[config.mk]
export PLATFORM = sky130hd
export DESIGN_NAME = inport_hs_top
export DESIGN_NICKNAME = d
export VERILOG_FILES = /design/src/rtl/inport_hs_pkg.sv /design/src/rtl/inport_hs_edge.sv /design/src/rtl/inport_hs_latch.sv /design/src/rtl/inport_hs_flag.sv /design/src/rtl/inport_hs_top.sv
export SDC_FILE = /design/constraint.sdc
export NUM_CORES = 1
export LEC_CHECK = 0
export ABC_AREA = 1
export ABC_CLOCK_PERIOD_IN_PS = 3430
export BUFFER_PORTS_ARGS = -buffer_cell sky130_fd_sc_hd__buf_2
export CAP_MARGIN = 20
export CORE_UTILIZATION = 48
export CTS_CLUSTER_DIAMETER = 80
export DETAILED_ROUTE_END_ITERATION = 7
export PLACE_DENSITY = 0.82
export SYNTH_ARGS = -nofsm -noshare
export SYNTH_HDL_FRONTEND = slang
export SYNTH_SLANG_ARGS = --single-unit
[constraint.sdc]
create_clock -name clk -period 3.43 [get_ports clk]
set_clock_uncertainty 0.1 [all_clocks]
set_input_delay 0.5145 -clock clk [delete_from_list [all_inputs] [get_ports clk]]
set_output_delay 0.5145 -clock clk [all_outputs]
set_load 0.01 [all_outputs]
[src/rtl/inport_hs_pkg.sv]
package inport_hs_pkg;
    localparam int DW = 8;
    localparam int AW = 4;

    localparam logic [AW-1:0] OFF_HS   = 4'h1;
    localparam logic [AW-1:0] OFF_CTL  = 4'hB;
    localparam logic [AW-1:0] OFF_FLG  = 4'hD;
    localparam logic [AW-1:0] OFF_RAW  = 4'hF;
    localparam int            FLG_BIT  = 1;
    localparam int            EN_BIT   = 0;

    typedef enum logic [2:0] {
        SEL_NONE,
        SEL_HS,
        SEL_RAW,
        SEL_CTL,
        SEL_FLG
    } reg_sel_e;

    typedef struct packed {
        logic     rd;
        logic     wr;
        reg_sel_e sel;
    } bus_op_t;

    function automatic reg_sel_e decode(input logic [AW-1:0] a);
        case (a)
            OFF_HS:  return SEL_HS;
            OFF_RAW: return SEL_RAW;
            OFF_CTL: return SEL_CTL;
            OFF_FLG: return SEL_FLG;
            default: return SEL_NONE;
        endcase
    endfunction
endpackage

[src/rtl/inport_hs_edge.sv]
module inport_hs_edge (
    input  logic clk,
    input  logic rst,
    input  logic line_i,
    output logic edge_o
);
    logic line_q;

    always_ff @(posedge clk) begin
        if (rst) line_q <= 1'b1;
        else     line_q <= line_i;
    end

    assign edge_o = line_i & ~line_q;
endmodule

[src/rtl/inport_hs_latch.sv]
module inport_hs_latch #(
    parameter int W = 8
) (
    input  logic         clk,
    input  logic         rst,
    input  logic         en_i,
    input  logic         edge_i,
    input  logic         rearm_i,
    input  logic [W-1:0] pins_i,
    output logic [W-1:0] hold_o,
    output logic         full_o
);
    logic [W-1:0] hold_q;
    logic         full_q;
    logic         free;

    // latch is free if empty, or being released in this very cycle
    assign free = ~full_q | rearm_i;

    always_ff @(posedge clk) begin
        if (rst) begin
            hold_q <= '0;
            full_q <= 1'b0;
        end else if (edge_i && en_i && free) begin
            hold_q <= pins_i;
            full_q <= 1'b1;
        end else if (rearm_i) begin
            full_q <= 1'b0;
        end
    end

    assign hold_o = hold_q;
    assign full_o = full_q;


    hold_kept_chk: assert property (@(posedge clk) disable iff (rst)
        (full_q && !rearm_i) |=> ($stable(hold_q) && full_q));


    capture_chk: assert property (@(posedge clk) disable iff (rst)
        (edge_i && en_i && !full_q) |=> (full_q && hold_q == $past(pins_i)));
endmodule

[src/rtl/inport_hs_flag.sv]
module inport_hs_flag (
    input  logic clk,
    input  logic rst,
    input  logic set_i,
    input  logic clr_i,
    output logic flag_o
);
    logic flag_q;

    always_ff @(posedge clk) begin
        if (rst)        flag_q <= 1'b0;
        else if (set_i) flag_q <= 1'b1;
        else if (clr_i) flag_q <= 1'b0;
    end

    assign flag_o = flag_q;


    flag_set_chk: assert property (@(posedge clk) disable iff (rst)
        set_i |=> flag_q);


    flag_clr_chk: assert property (@(posedge clk) disable iff (rst)
        (clr_i && !set_i) |=> !flag_q);
endmodule

[src/rtl/inport_hs_top.sv]
module inport_hs_top
    import inport_hs_pkg::*;
(
    input  logic          clk,
    input  logic          rst,
    input  logic [DW-1:0] pins_i,
    input  logic          strobe_i,
    input  logic [AW-1:0] addr_i,
    input  logic          rd_i,
    input  logic          wr_i,
    input  logic [DW-1:0] wdata_i,
    output logic [DW-1:0] rdata_o,
    output logic          irq_o
);
    bus_op_t       op;
    logic          stb_edge;
    logic          en_q;
    logic          flag;
    logic          full;
    logic [DW-1:0] hold;
    logic          hs_read;
    logic          flag_wclr;
    logic          unused_wbits;

    assign op.rd  = rd_i;
    assign op.wr  = wr_i;
    assign op.sel = decode(addr_i);

    assign hs_read   = op.rd && op.sel == SEL_HS;
    assign flag_wclr = op.wr && op.sel == SEL_FLG && wdata_i[FLG_BIT];
    assign unused_wbits = ^wdata_i[DW-1:2];

    inport_hs_edge u_edge (
        .clk    (clk),
        .rst    (rst),
        .line_i (strobe_i),
        .edge_o (stb_edge)
    );

    inport_hs_latch #(.W(DW)) u_latch (
        .clk     (clk),
        .rst     (rst),
        .en_i    (en_q),
        .edge_i  (stb_edge),
        .rearm_i (hs_read),
        .pins_i  (pins_i),
        .hold_o  (hold),
        .full_o  (full)
    );

    inport_hs_flag u_flag (
        .clk    (clk),
        .rst    (rst),
        .set_i  (stb_edge),
        .clr_i  (hs_read | flag_wclr),
        .flag_o (flag)
    );

    always_ff @(posedge clk) begin
        if (rst)
            en_q <= 1'b0;
        else if (op.wr && op.sel == SEL_CTL)
            en_q <= wdata_i[EN_BIT];
    end

    always_comb begin
        rdata_o = '0;
        case (op.sel)
            SEL_HS:  rdata_o = en_q ? hold : pins_i;
            SEL_RAW: rdata_o = pins_i;
            SEL_CTL: rdata_o[EN_BIT] = en_q;
            SEL_FLG: rdata_o[FLG_BIT] = flag;
            default: rdata_o = '0;
        endcase
    end

    assign irq_o = flag;


    raw_read_quiet_chk: assert property (@(posedge clk) disable iff (rst)
        (rd_i && !wr_i && op.sel == SEL_RAW && !stb_edge) |=> ($stable(flag) && $stable(full)));


    edge_wins_chk: assert property (@(posedge clk) disable iff (rst)
        (stb_edge && (hs_read || flag_wclr)) |=> irq_o);
endmodule

**After elaboration in Yosys (flattened, before gate mapping)**

Cells that the tools add are included.

- Add/subtract/negate cells: 0
- Multiply operators: 0
- Div/mod/pow operators: 0
- Order comparisons: 0
- Equality and inequality tests: 8
- Shift operators: 0
- Muxes and demuxes: 9
- Bitwise operators: 5
- Reduce and logical (&&, ||, !) cells: 8

Operators with widths:

| cell | number |
|---|---|
| $eq A4 B4 Y1 const B | 3 |
| $pmux W3 S4 | 1 |
| $pmux W6 S2 | 1 |
| $mux W8 | 1 |
| $eq A3 B2 Y1 const B | 2 |
| $logic_and A1 B1 Y1 | 6 |
| $pmux W1 S3 | 2 |
| $eq A4 B1 Y1 const B | 1 |
| $mux W1 | 4 |
| $reduce_bool A2 Y1 | 2 |
| $eq A3 B1 Y1 const B | 1 |
| $eq A3 B3 Y1 const B | 1 |
| $not A1 Y1 | 2 |
| $or A1 B1 Y1 | 2 |
| $and A1 B1 Y1 | 1 |

- Register bits after elaboration: 12
- Latch bits: 0
- Memory bits (writable): 0
- Memory bits (read-only): 0
- Input bits: 25
- Output and inout bits: 9
- Logic and storage cells: 35
- Memories kept: 0

**Logic depth before layout (Yosys ltp)**

Gate-level depths: netlist of the first run.

- Word-level depth: 8
- Gate-level depth with buffers: 8
- Depth with buffers taken out: 7

**Modules after synthesis**

A second synthesis of the first run with hierarchy kept.

- Cells, all modules: 141
- Area total of the unflattened synthesis: 829.5 um^2

Modules (own cells, without submodules):

| module | times used | cells an instance | area each (um^2) | seq. area each (um^2) |
|---|---|---|---|---|
| inport_hs_latch | 1 | 57 | 409.1 | 180.2 |
| inport_hs_top | 1 | 74 | 342.8 | 20.0 |
| inport_hs_flag | 1 | 5 | 40.0 | 20.0 |
| inport_hs_edge | 1 | 5 | 37.5 | 20.0 |

**Worst setup path before layout of the first run**

Ideal clock, no wire load.

- Path type: input to output
- Start point: input port addr_i[0]
- End point: output port rdata_o[0]
- Arrival time: 1153 ps
- Required time: 2816 ps
- Path slack: 1662 ps
- Cell stages on the path: 6
- Path buffers: 0
- Path through: inv_1 > nor2_4 > nand2_1 > o22ai_2 > nand2_1 > nand3_1

- Cells in the longest elaborated chain, start to end: 4
- Elaborated cells between the ends (all ways): 9
- Those cells by class: eq/ne (7); mux (2)

RTL lines:

| element | RTL line | source |
|---|---|---|
| from (decl) | inport_hs_top.sv:8 | `input logic [AW-1:0] addr_i,` |
| $eq A4 B4 Y1 / $eq A4 B1 Y1 (equally long branches) | inport_hs_pkg.sv:27 | `case (a)` |
| $pmux W3 S4 * | inport_hs_pkg.sv:27 |  |
| $eq A3 B2 Y1 / $eq A3 B1 Y1 (equally long branches) | inport_hs_top.sv:68 | `case (op.sel)` |
| $pmux W1 S3 * | inport_hs_top.sv:68 |  |
| to (decl) | inport_hs_top.sv:12 | `output logic [DW-1:0] rdata_o,` |

Mark *: on every way between the ends. The rest lies on a longest branch, timed or not.

**Final worst setup path of the first run**

- Start point: input port addr_i[2]
- End point: output port rdata_o[2]

- Cells in the longest elaborated chain, start to end: 4
- Elaborated cells between the ends (all ways): 8
- Those cells by class: eq/ne (6); mux (2)

RTL lines:

| element | RTL line |
|---|---|
| $eq A4 B4 Y1 / $eq A4 B1 Y1 (equally long branches) | inport_hs_pkg.sv:27 |
| $pmux W3 S4 * | inport_hs_pkg.sv:27 |
| $eq A3 B2 Y1 / $eq A3 B1 Y1 (equally long branches) | inport_hs_top.sv:68 |
| $pmux W6 S2 * | inport_hs_top.sv:68 |

Marked as above.

==> metrics.txt, run 1 <==
Rows 13; Mapped Cells between 100 and 150; maxcap violations 0; CTS tree yes; highest-count cells in the layout ignoring fill and taps nand2_1 (37), buf_2 (27), nand3_1 (14); Pwr Total approximately 0.27 mW; Mapped Nets roughly 130; met1 Track Usage GR 25.2%; Clock H-tree levels 1; total number of vias around 760; Pint approximately 0.2 mW; PwrDens 305 nW/um^2; CP max stage delay around 0.33 ns; sequential-to-total area share from yosys stat approximately a third; hold path startpoint strobe_i; Initial Util between 50 and 60%; PostCTS Resize Cnt 0; io pins 34; met2 Usage GRT between 30% and 40%; post-route setup slack roughly 1.3 ns; area leader, netlist dfxtp_1; Port Buffers 27; WHS Endpoint u_edge.line_q; Crit. End Element output pin; flop2flop setup slack roughly 2.2 ns; crit path DAT about 1.6 ns; Synth warnings 0; top-area cell type share of the netlist area 33.0%; ANT nets after route 0; Area contributors post-synth dfxtp_1 (33%), nand2_1 (19%), nand3_1 (9.6%); final hold vios 0; critical path cell sequence buf_2, nor2_2, nand2_1, o22ai_2, nand2_1, nand2_1, buf_2; routability cong. roughly 0.72; Core ar. ~1400 sq um; Synth Area in XOR/XNOR 0%; Slowest cell on crit path o22ai_2; GR peak layer met2; crit-path max FO 8; area share of and/or/nand/nor cells after synthesis between 40 and 50%; Synth Area per Inst ~6.7 sq um; WP data required around 2.8 ns; drt via density around 5.0; full die area between 1500 and 2000 sq um; VDD IR max around 0.24 mV; Routed WL about 1500 um; cts hold-fix bufs 0; status finished clean; Slew headroom between 70% and 80%; Post-CTS Repair Setup Buffers 0; clk slew on worst S/H paths around 0.07 ns; Max Clk Rate 463 MHz; Post-Synth Adder-Cell Area 0%; Die Wd approximately 41 um; worst slew pin tran around 0.42 ns; flops & latches, synth 12; largest family of logic cells by synthesized area simple AND/OR/NAND/NOR gates; RSZ-0062 raised after global routing no; ys flop type dfxtp_1; P&R area growth vs syn 20.0%; Synth Area in Compound Gates approximately a tenth; drt wl/cell between 10 and 15 um; Yosys cell types 18; sw frac approximately a quarter; diodes inserted 0; TritonCTS Sinks 12; fraction of layout cells with a size suffix above 1 29.2%; met3 Resource Use GR 1.63%; CTS buffer count 3; die height ~41 um; Sequential Power Share between 50% and 60%; Min-Delay Path Class input port to flip-flop; largest net degree at the start of global routing 18; setup TNS 0 ns; delay-heaviest family, CP simple AND/OR/NAND/NOR gates; Min Clock Period, post-route around 2.2 ns; fill count between 100 and 150; Iter 0 DRT Violations 15; Setup-failing EPs final 0; vias in the first global route 586; r2r endpoint u_latch.hold_o[0]; hold depth 3; mux share of post-synthesis cell area 0%; Layout Nets roughly 160; Slew Viols, Final 0; r2r startpoint u_edge.line_q; Setup WS pre-CTS 1.26 ns; Post-Syn Area between 700 and 800 sq um; initial antenna violation count 0; worst r2r path cells 5; worst skew pair latency approximately 0.27 ns; Total GRT Usage around a fifth; CP most frequent cell nand2_1; P_leak 0.476 nW; GR Overflow Total 0; logic gate share of total power 14.5%; detailed-route DRC error count 0; Crit Path Category input port to output pin; deepest clock path buffer count 2; DRT Pass-1 Iters 4; crit path buf inv count 2; Async SR Flop Fraction 0%; commonest non-fill, non-tap cell in the layout nand2_1; placed wire-length estimate between 1000 and 1500 um; EDFF count, synth 0; Sw Pwr 0.0673 mW; clock share of power 32.1%; first-pass GRT wire length ~2300 um; CP startpoint kind input port; Tcrit/Tclk final approximately 63%; root buf cell clkbuf_4
synth_stat cells, types with 2 or more instances:
cell type,count
nor2_2,2
nand2_1,37
nor2_1,10
a21oi_1,9
nand3_1,14
dfxtp_1,12
a21oi_2,2
inv_1,13
power by group through the flow:
stage	logic, mW	clock network [mW]	registers (mW)
final	0.0385	0.0853	0.142
after floorplan	0.0189	0	0.145
after global placement	0.0374	0	0.145
after CTS	0.0390	0.0890	0.142
after global routing	0.0438	0.0967	0.142
after detailed placement	0.0388	0	0.145
cell type report:
cell class	count	area [sq um]	area share (%)
clock buffer	3	22.5	2.58
inverter	14	52.6	6.03
multi-input combinational	81	403	46.2
sequential	12	240	27.5
tap	15	18.8	2.15
timing repair buffer	27	135	15.5
per-layer routing:
metal,up-vias,share of wire (%)
met4,0,1.9
met3,5,5.0
li1,406,-
met2,21,47
met5,-,0
met1,327,46
sequential cells by signal, summed over array words and instances, names as in the netlist:
| name | cells |
|---|---|
| en_q | 1 |
| u_edge.line_q | 1 |
| u_flag.flag_o | 1 |
| u_latch.full_o | 1 |
| u_latch.hold_o | 8 |
worst max-delay path by stage:
stage                          from  depth (start not counted)  slack, ns    endpoint
after floorplan           addr_i[0]                          6       1.66  rdata_o[0]
after global placement    addr_i[2]                          7       1.33  rdata_o[0]
after detailed placement  addr_i[2]                          7       1.26  rdata_o[2]
after CTS                 addr_i[2]                          7       1.25  rdata_o[2]
after global routing      addr_i[2]                          7       1.16  rdata_o[1]
final                     addr_i[2]                          7       1.27  rdata_o[2]
stage by stage:
step	utilization (%)	instances	area (sq um)	hold slack, ns
floorplan	-	109	727	0.352
global placement	62.9	149	850	0.363
detailed placement	62.9	149	850	0.371
CTS	64.6	152	872	0.328
global route	64.6	152	872	0.348
finish	64.6	152	872	0.328
worst reg2reg max path, delay by kind of cell (launching register included):
| family | cells | cell delay [ns] |
|---|---|---|
| DFF | 1 | 0.30 |
| and+or+nand+nor | 5 | 0.72 |
logic make-up (layout without fill, tap and decap cells):
family | Yosys count | after routing
simple gates | 69 | 69
compound gates | 12 | 12
buf+inv | 16 | 44
flops | 12 | 12
No activity file was read; power rests on OpenSTA's default activity.
==> inputs of run 2 (changes only) <==
ABC_AREA = 0   (was 1)
ABC_CLOCK_PERIOD_IN_PS = 1900   (was 3430)
CORE_ASPECT_RATIO = 0.8   (was unset)
CORE_UTILIZATION = 40   (was 48)
PLACE_DENSITY = 0.73   (was 0.82)
clock period = 1.9 ns   (was 3.43 ns; I/O delays follow)
==> run 2 against run 1 <==
  * Utilization decreased by 4.4 points
  * Largest cell class unchanged
  * Cell count shrank 14%
  * Sequential cell count unchanged
  * Combinational power increased by 130%
  * Critical path depth shrank 2
  * Die area grew 16%
  * Clock power increased by 82%
  * Largest power group unchanged
  * Area after synthesis shrank 2.4%
  * The flow now finishes with violations (setup timing)
  * Global-route usage decreased by 2.8 points
  * Synthesized cell count down 30%
  * Sequential power up 80%
  * Critical path type is now flip-flop to output pin
  * Non-clock buffer count is 5 higher
==> metrics.txt, run 2 <==
status finished with violations; violated checks setup timing; placed wire-length estimate 1200 um (+5.9%); post-layout util 60.2% (-4.4 points); PwrDens 504 nW/um^2 (+65%); EDFF count, synth 0 (unchanged); root buf cell clkbuf_4; routability cong. 0.751 (+4.0%); Slew Viols, Final 0 (unchanged); drt via density 5.11 (+2.3%); full die area 1950 sq um (+16%); first-pass GRT wire length 2560 um (+10%); Clock H-tree levels 1 (unchanged); detailed-route DRC error count 0 (unchanged); deepest clock path buffer count 2 (unchanged); Placed Cells 128 (-14%); Setup WS pre-CTS -0.00445 ns (-1.26 ns); final hold vios 0 (unchanged); sw frac 25.0% (-0.34 points); clock share of power 31.2% (-0.9 points); Mapped Nets 101 (-25%); area leader, netlist dfxtp_1; io pins 34 (unchanged); WP data required 1.51 ns (-1.31 ns); Port Buffers 27 (unchanged); CTS tree yes; Rows 13 (unchanged); Layout Nets 136 (-17%); Core ar. 1640 sq um (+22%); fill count 155 (+9.9%); Pwr Total 0.499 mW (+88%); setup TNS -1.01 ns (-1.01 ns); clk slew on worst S/H paths 0.07 ns (about the same); Setup-failing EPs final 8 (+8); maxcap violations 0 (unchanged); FF/Latch Area 241 sq um (+0.52%); Crit Path Category flip-flop to output pin; diodes inserted 0 (unchanged); P_leak 0.393 nW (-17%); Pint 0.374 mW (+89%); Initial Util 43.2% (-11 points); sequential-to-total area share from yosys stat 33.9% (+0.82 points); Routed WL 1620 um (+5.6%); Tcrit/Tclk final 108%; Area contributors post-synth dfxtp_1 (34%), nand2b_1 (15%), mux2i_1 (11%); top-area cell type share of the netlist area 33.9% (+0.82 points); Slew headroom 71.6% (-0.41 points); Die Wd 49.1 um (+20%); Synth Area per Inst 9.33 sq um (+40%); RSZ-0062 raised after global routing yes; VDD IR max 0.416 mV (+73%); Sequential Power Share 51.3% (-2.1 points); Crit. End Element output pin; Synth warnings 0 (unchanged); worst skew pair latency 0.27 ns (about the same); Total GRT Usage 18.5% (-2.8 points); Min Clock Period, post-route slightly above 2 ns; CP startpoint kind flip-flop; cts hold-fix bufs 0 (unchanged); crit path DAT 1.66 ns (+0.11 ns); Post-synth top cells nand2b_1 (17), dfxtp_1 (12), mux2i_1 (8); worst slew pin tran 0.422 ns (+0.00233 ns); die height 39.7 um (-3.1%); Mapped Cells 76 (-30%); fraction of layout cells with a size suffix above 1 46.8% (+18 points); flops & latches, synth 12 (unchanged); total number of vias 669 (-12%); DRT Pass-1 Iters 4 (unchanged); Async SR Flop Fraction 0% (unchanged); crit-path max FO 8 (unchanged); Post-CTS Repair Setup Buffers 0 (unchanged); Iter 0 DRT Violations 5 (-10); vias in the first global route 575 (-1.9%); highest-count cells in the layout ignoring fill and taps buf_2 (21), nand2b_1 (17), dfxtp_1 (11); commonest non-fill, non-tap cell in the layout buf_2; Multi-input gate area 457 sq um (+13%); post-route insts no fill 131 (-14%); drt wl/cell 12.4 um (+23%); Post-Syn Area 709 sq um (-2.4%); Yosys cell types 27 (+9); post-route setup slack -0.147 ns (-1.42 ns); Largest register FFs 8 (unchanged); Sw Pwr 0.125 mW (+85%); ANT nets after route 0 (unchanged); logic gate share of total power 17.5% (+3.0 points); initial antenna violation count 0 (unchanged); count leader, synth nand2b_1; P&R area growth vs syn 39.5%; CTS buffer count 3 (unchanged); ys flop type dfxtp_1; GR Overflow Total 0 (unchanged); Max Clk Rate around 490 MHz; Min-Delay Path Class input port to flip-flop; TritonCTS Sinks 12 (unchanged); largest net degree at the start of global routing 22 (+4)
==> run 2: power groups by stage <==
stage,combinational (mW),sequential (mW),clock (mW)
global route,0.0957,0.256,0.176
floorplan,0.0393,0.262,0
finish,0.0874,0.256,0.155
global placement,0.0771,0.262,0
detailed placement,0.0793,0.262,0
CTS,0.0812,0.256,0.163
==> run 2: timing repair <==
item                                   4_1_cts  5_1_grt
endpoints found under the hold margin        0        0
setup endpoints to repair                    8        8
resized for setup                            2        8
pin swaps                                    3        2
==> run 2: final timing paths <==
check,from,slack [ns],cells past startpoint,endpoint
setup / recovery,en_q,-0.15,5,rdata_o[1]
hold / removal,strobe_i,0.14,2,u_edge.line_q
setup reg to reg,en_q,0.55,5,u_latch.hold_o[7]
hold reg to reg,u_latch.hold_o[5],0.37,2,u_latch.hold_o[5]
==> run 2: routing by layer <==
metal	global-route usage, %	vias up	routed length [um]
li1	-	345	-
met1	22.3	304	789
met2	31.5	18	737
met3	6.98	2	82
met4	4.41	0	10
met5	0	-	0
==> run 2: cells by family (layout without fill, tap and decap cells) <==
| group | Yosys count | count (layout) | synth area share, % |
|---|---|---|---|
| flip-flops | 12 | 12 | 33.9 |
| multiplexers | 8 | 8 | 11.3 |
| AND/OR/NAND/NOR | 32 | 32 | 28.2 |
| AO/OA/AOI/OAI | 18 | 18 | 23.5 |
| buffers and inverters | 6 | 39 | 3.17 |
==> run 2: area by class of cell <==
type	instances	share of cell area, %
tap	22	2.78
multi-input combinational	58	46.1
sequential	12	24.4
clock buffer	3	2.28
inverter	4	1.52
timing repair buffer	32	22.9
==> run 2: worst max-delay path: stages, from the launching register on <==
cell and delay [ns]:
dfxtp_2 0.32, or4_4 0.50, a21oi_2 0.16, buf_6 0.15
a221o_1 0.14, buf_2 0.12
==> run 2: metrics by stage <==
step,hold WS (ns),area [sq um]
6_report,0.140,990
5_1_grt,0.129,990
4_1_cts,0.133,947
3_5_place_dp,0.370,915
3_3_place_gp,0.358,915
2_1_floorplan,0.292,709
==> inputs of run 3 (changes only) <==
CELL_PAD_IN_SITES_DETAIL_PLACEMENT = 1   (was unset)
CELL_PAD_IN_SITES_GLOBAL_PLACEMENT = 1   (was unset)
CORE_UTILIZATION = 28   (was 40)
PLACE_DENSITY = unset   (was 0.73)
PLACE_DENSITY_LB_ADDON = 0.1   (was unset)
REMOVE_ABC_BUFFERS = 1   (was unset)
SLEW_MARGIN = 40   (was unset)
==> run 3 against run 2 <==
  * First-iteration DRC count up 20%
  * Utilization shrank 15 points
  * Via count up 2.1%
  * Critical endpoint unchanged
  * Final area grew 3.4%
  * The flow still finishes with violations (setup timing)
  * Total power is 1.1% higher
  * Sequential power barely moved
  * Non-clock buffer count up 2
  * Die area increased by 41%
  * Sequential cell count did not move
  * Cell count grew 11%
  * Combinational power increased by 4.1%
==> metrics.txt, run 3 (synthesized netlist as in run 2, its figures left out) <==
routability cong. 0.715 (-4.8%); Setup-failing EPs final 8 (unchanged); Max Clk Rate 489 MHz (+0.15%); Crit path depth 5 (unchanged); TritonCTS Sinks 12 (unchanged); root buf cell clkbuf_4; DRT Pass-1 Iters 3 (-1); Min-Delay Path Class input port to flip-flop; PwrDens 492 nW/um^2 (-2.3%); maxcap violations 0 (unchanged); Port Buffers 27 (unchanged); deepest clock path buffer count 2 (unchanged); P_leak 0.414 nW (+5.3%); drt wl/cell 12.2 um (-1.4%); CTS buffer count 3 (unchanged); r2r startpoint en_q; Total GRT Usage 14.1% (-4.5 points); io pins 34 (unchanged); first-pass GRT wire length 2840 um (+11%); Layout Nets 138 (+1.5%); Largest register FFs 8 (unchanged); crit path buf inv count 2 (unchanged); hold path startpoint strobe_i; CTS tree yes; die height 47.0 um (+19%); worst slew pin tran 0.345 ns (-0.0763 ns); Final Cell Area 1020 sq um (+3.4%); Iter 0 DRT Violations 6 (+1); final hold vios 0 (unchanged); post-route insts no fill 145 (+11%); CP Capture Point rdata_o[1]; CP max stage delay 0.52 ns (+0.02 ns); full die area 2740 sq um (+41%); Slew Viols, Final 0 (unchanged); critical path cell sequence or4_4, a21oi_4, buf_6, a221o_1, buf_2; initial antenna violation count 0 (unchanged); Crit Path Category flip-flop to output pin; Slowest cell on crit path or4_4; Crit. End Element output pin; RSZ-0062 raised after global routing yes; Post-Place Cell Area 945 sq um (+3.3%); detailed-route DRC error count 0 (unchanged); worst r2r path cells 5 (unchanged); WP data required 1.51 ns (about the same); placed wire-length estimate 1380 um (+15%); vias in the first global route 633 (+10%); fraction of layout cells with a size suffix above 1 46.8% (+0.058 points); clk slew on worst S/H paths 0.07 ns (about the same); highest-count cells in the layout ignoring fill and taps buf_2 (23), nand2b_1 (17), dfxtp_1 (11); crit-path max FO 5 (-3); total number of vias 683 (+2.1%); violated checks setup timing; Initial Util 31.2% (-12 points); setup TNS -0.972 ns (+0.0400 ns); Routed WL 1770 um (+9.1%); CP Launch Point en_q; delay-heaviest family, CP simple AND/OR/NAND/NOR gates; largest net degree at the start of global routing 22 (unchanged); Die Wd 58.3 um (+19%); GR Overflow Total 0 (unchanged); CP startpoint kind flip-flop; diodes inserted 0 (unchanged); Tcrit/Tclk final 108% (-0.16 points); P&R area growth vs syn 44.3%; r2r endpoint u_latch.hold_o[7]; Placed Cells 142 (+11%); commonest non-fill, non-tap cell in the layout buf_2; drt via density 4.71 (-7.8%); Slew headroom 76.8% (+5.1 points); Core ar. 2270 sq um (+38%); crit path DAT 1.66 ns (about the same); VDD IR max 0.238 mV (-43%); Post-CTS Repair Setup Buffers 0 (unchanged); status finished with violations; Clock H-tree levels 1 (unchanged); Min Clock Period, post-route 2.04 ns (-0.00307 ns); flop2flop setup slack 0.53 ns (-0.02 ns); ANT nets after route 0 (unchanged); Rows 15 (+2); post-route setup slack -0.144 ns (+0.00307 ns); worst skew pair latency 0.27 ns (about the same)
-- run 3: changes by cell type in the layout (fill, tap and decap cells not counted), sizes merged --
cell	delta
buf	+2
-- run 3: area by class of cell --
type                    count  area, sq um
fillers                   262         1250
multi-input cells          58          473
clock buffers               3         22.5
well taps                  34         42.5
flip-flops and latches     12          241
repair buffers             34          229
inverters                   4         15.0
-- run 3: repair_timing --
action | 4_1_cts | 5_1_grt
hold buffers | 0 | 0
setup endpoints to repair | 8 | 8
resized for setup | 10 | 0
gates cloned | 0 | 0
pin swaps | 2 | 0
-- run 3: where the power goes --
part | leakage [nW] | switching (mW) | internal (mW)
registers | 0.0976 | 0.00154 | 0.254
clock network | 0.0138 | 0.0839 | 0.0734
logic | 0.303 | 0.0426 | 0.0484
-- run 3: how the worst min path moves through the flow --
| stage | endpoint | slack (ns) | depth (start not counted) |
|---|---|---|---|
| 2_1_floorplan | en_q | 0.25 | 1 |
| 3_3_place_gp | u_latch.hold_o[7] | 0.36 | 2 |
| 3_5_place_dp | u_latch.hold_o[4] | 0.37 | 2 |
| 4_1_cts | u_edge.line_q | 0.12 | 2 |
| 5_1_grt | u_edge.line_q | 0.13 | 2 |
| 6_report | u_edge.line_q | 0.13 | 2 |
-- run 3: per-layer routing --
layer | GRT usage (%) | share of wire [%] | vias to the layer above
li1 | - | - | 346
met1 | 17.0 | 48 | 317
met2 | 24.6 | 46 | 20
met3 | 6.06 | 5.5 | 0
met4 | 1.43 | 0 | 0
met5 | 0 | 0 | -
-- run 3: through the flow --
stage	total power, mW	worst slack [ns]	hold WS [ns]	util [%]
after global placement	0.343	-0.0242	0.358	41.6
after detailed placement	0.345	-0.00834	0.373	41.6
after CTS	0.516	-0.168	0.118	45.1
after global routing	0.534	-0.205	0.128	45.1
final	0.504	-0.144	0.129	45.1
after floorplan	0.298	0.139	0.254	-
-- run 3: worst reg2reg max path, stage by stage (launching register included) --
cell and delay, ns:
dfxtp_2 0.34, buf_4 0.11, inv_1 0.08, o32ai_4 0.30, buf_12 0.18, mux2i_1 0.20
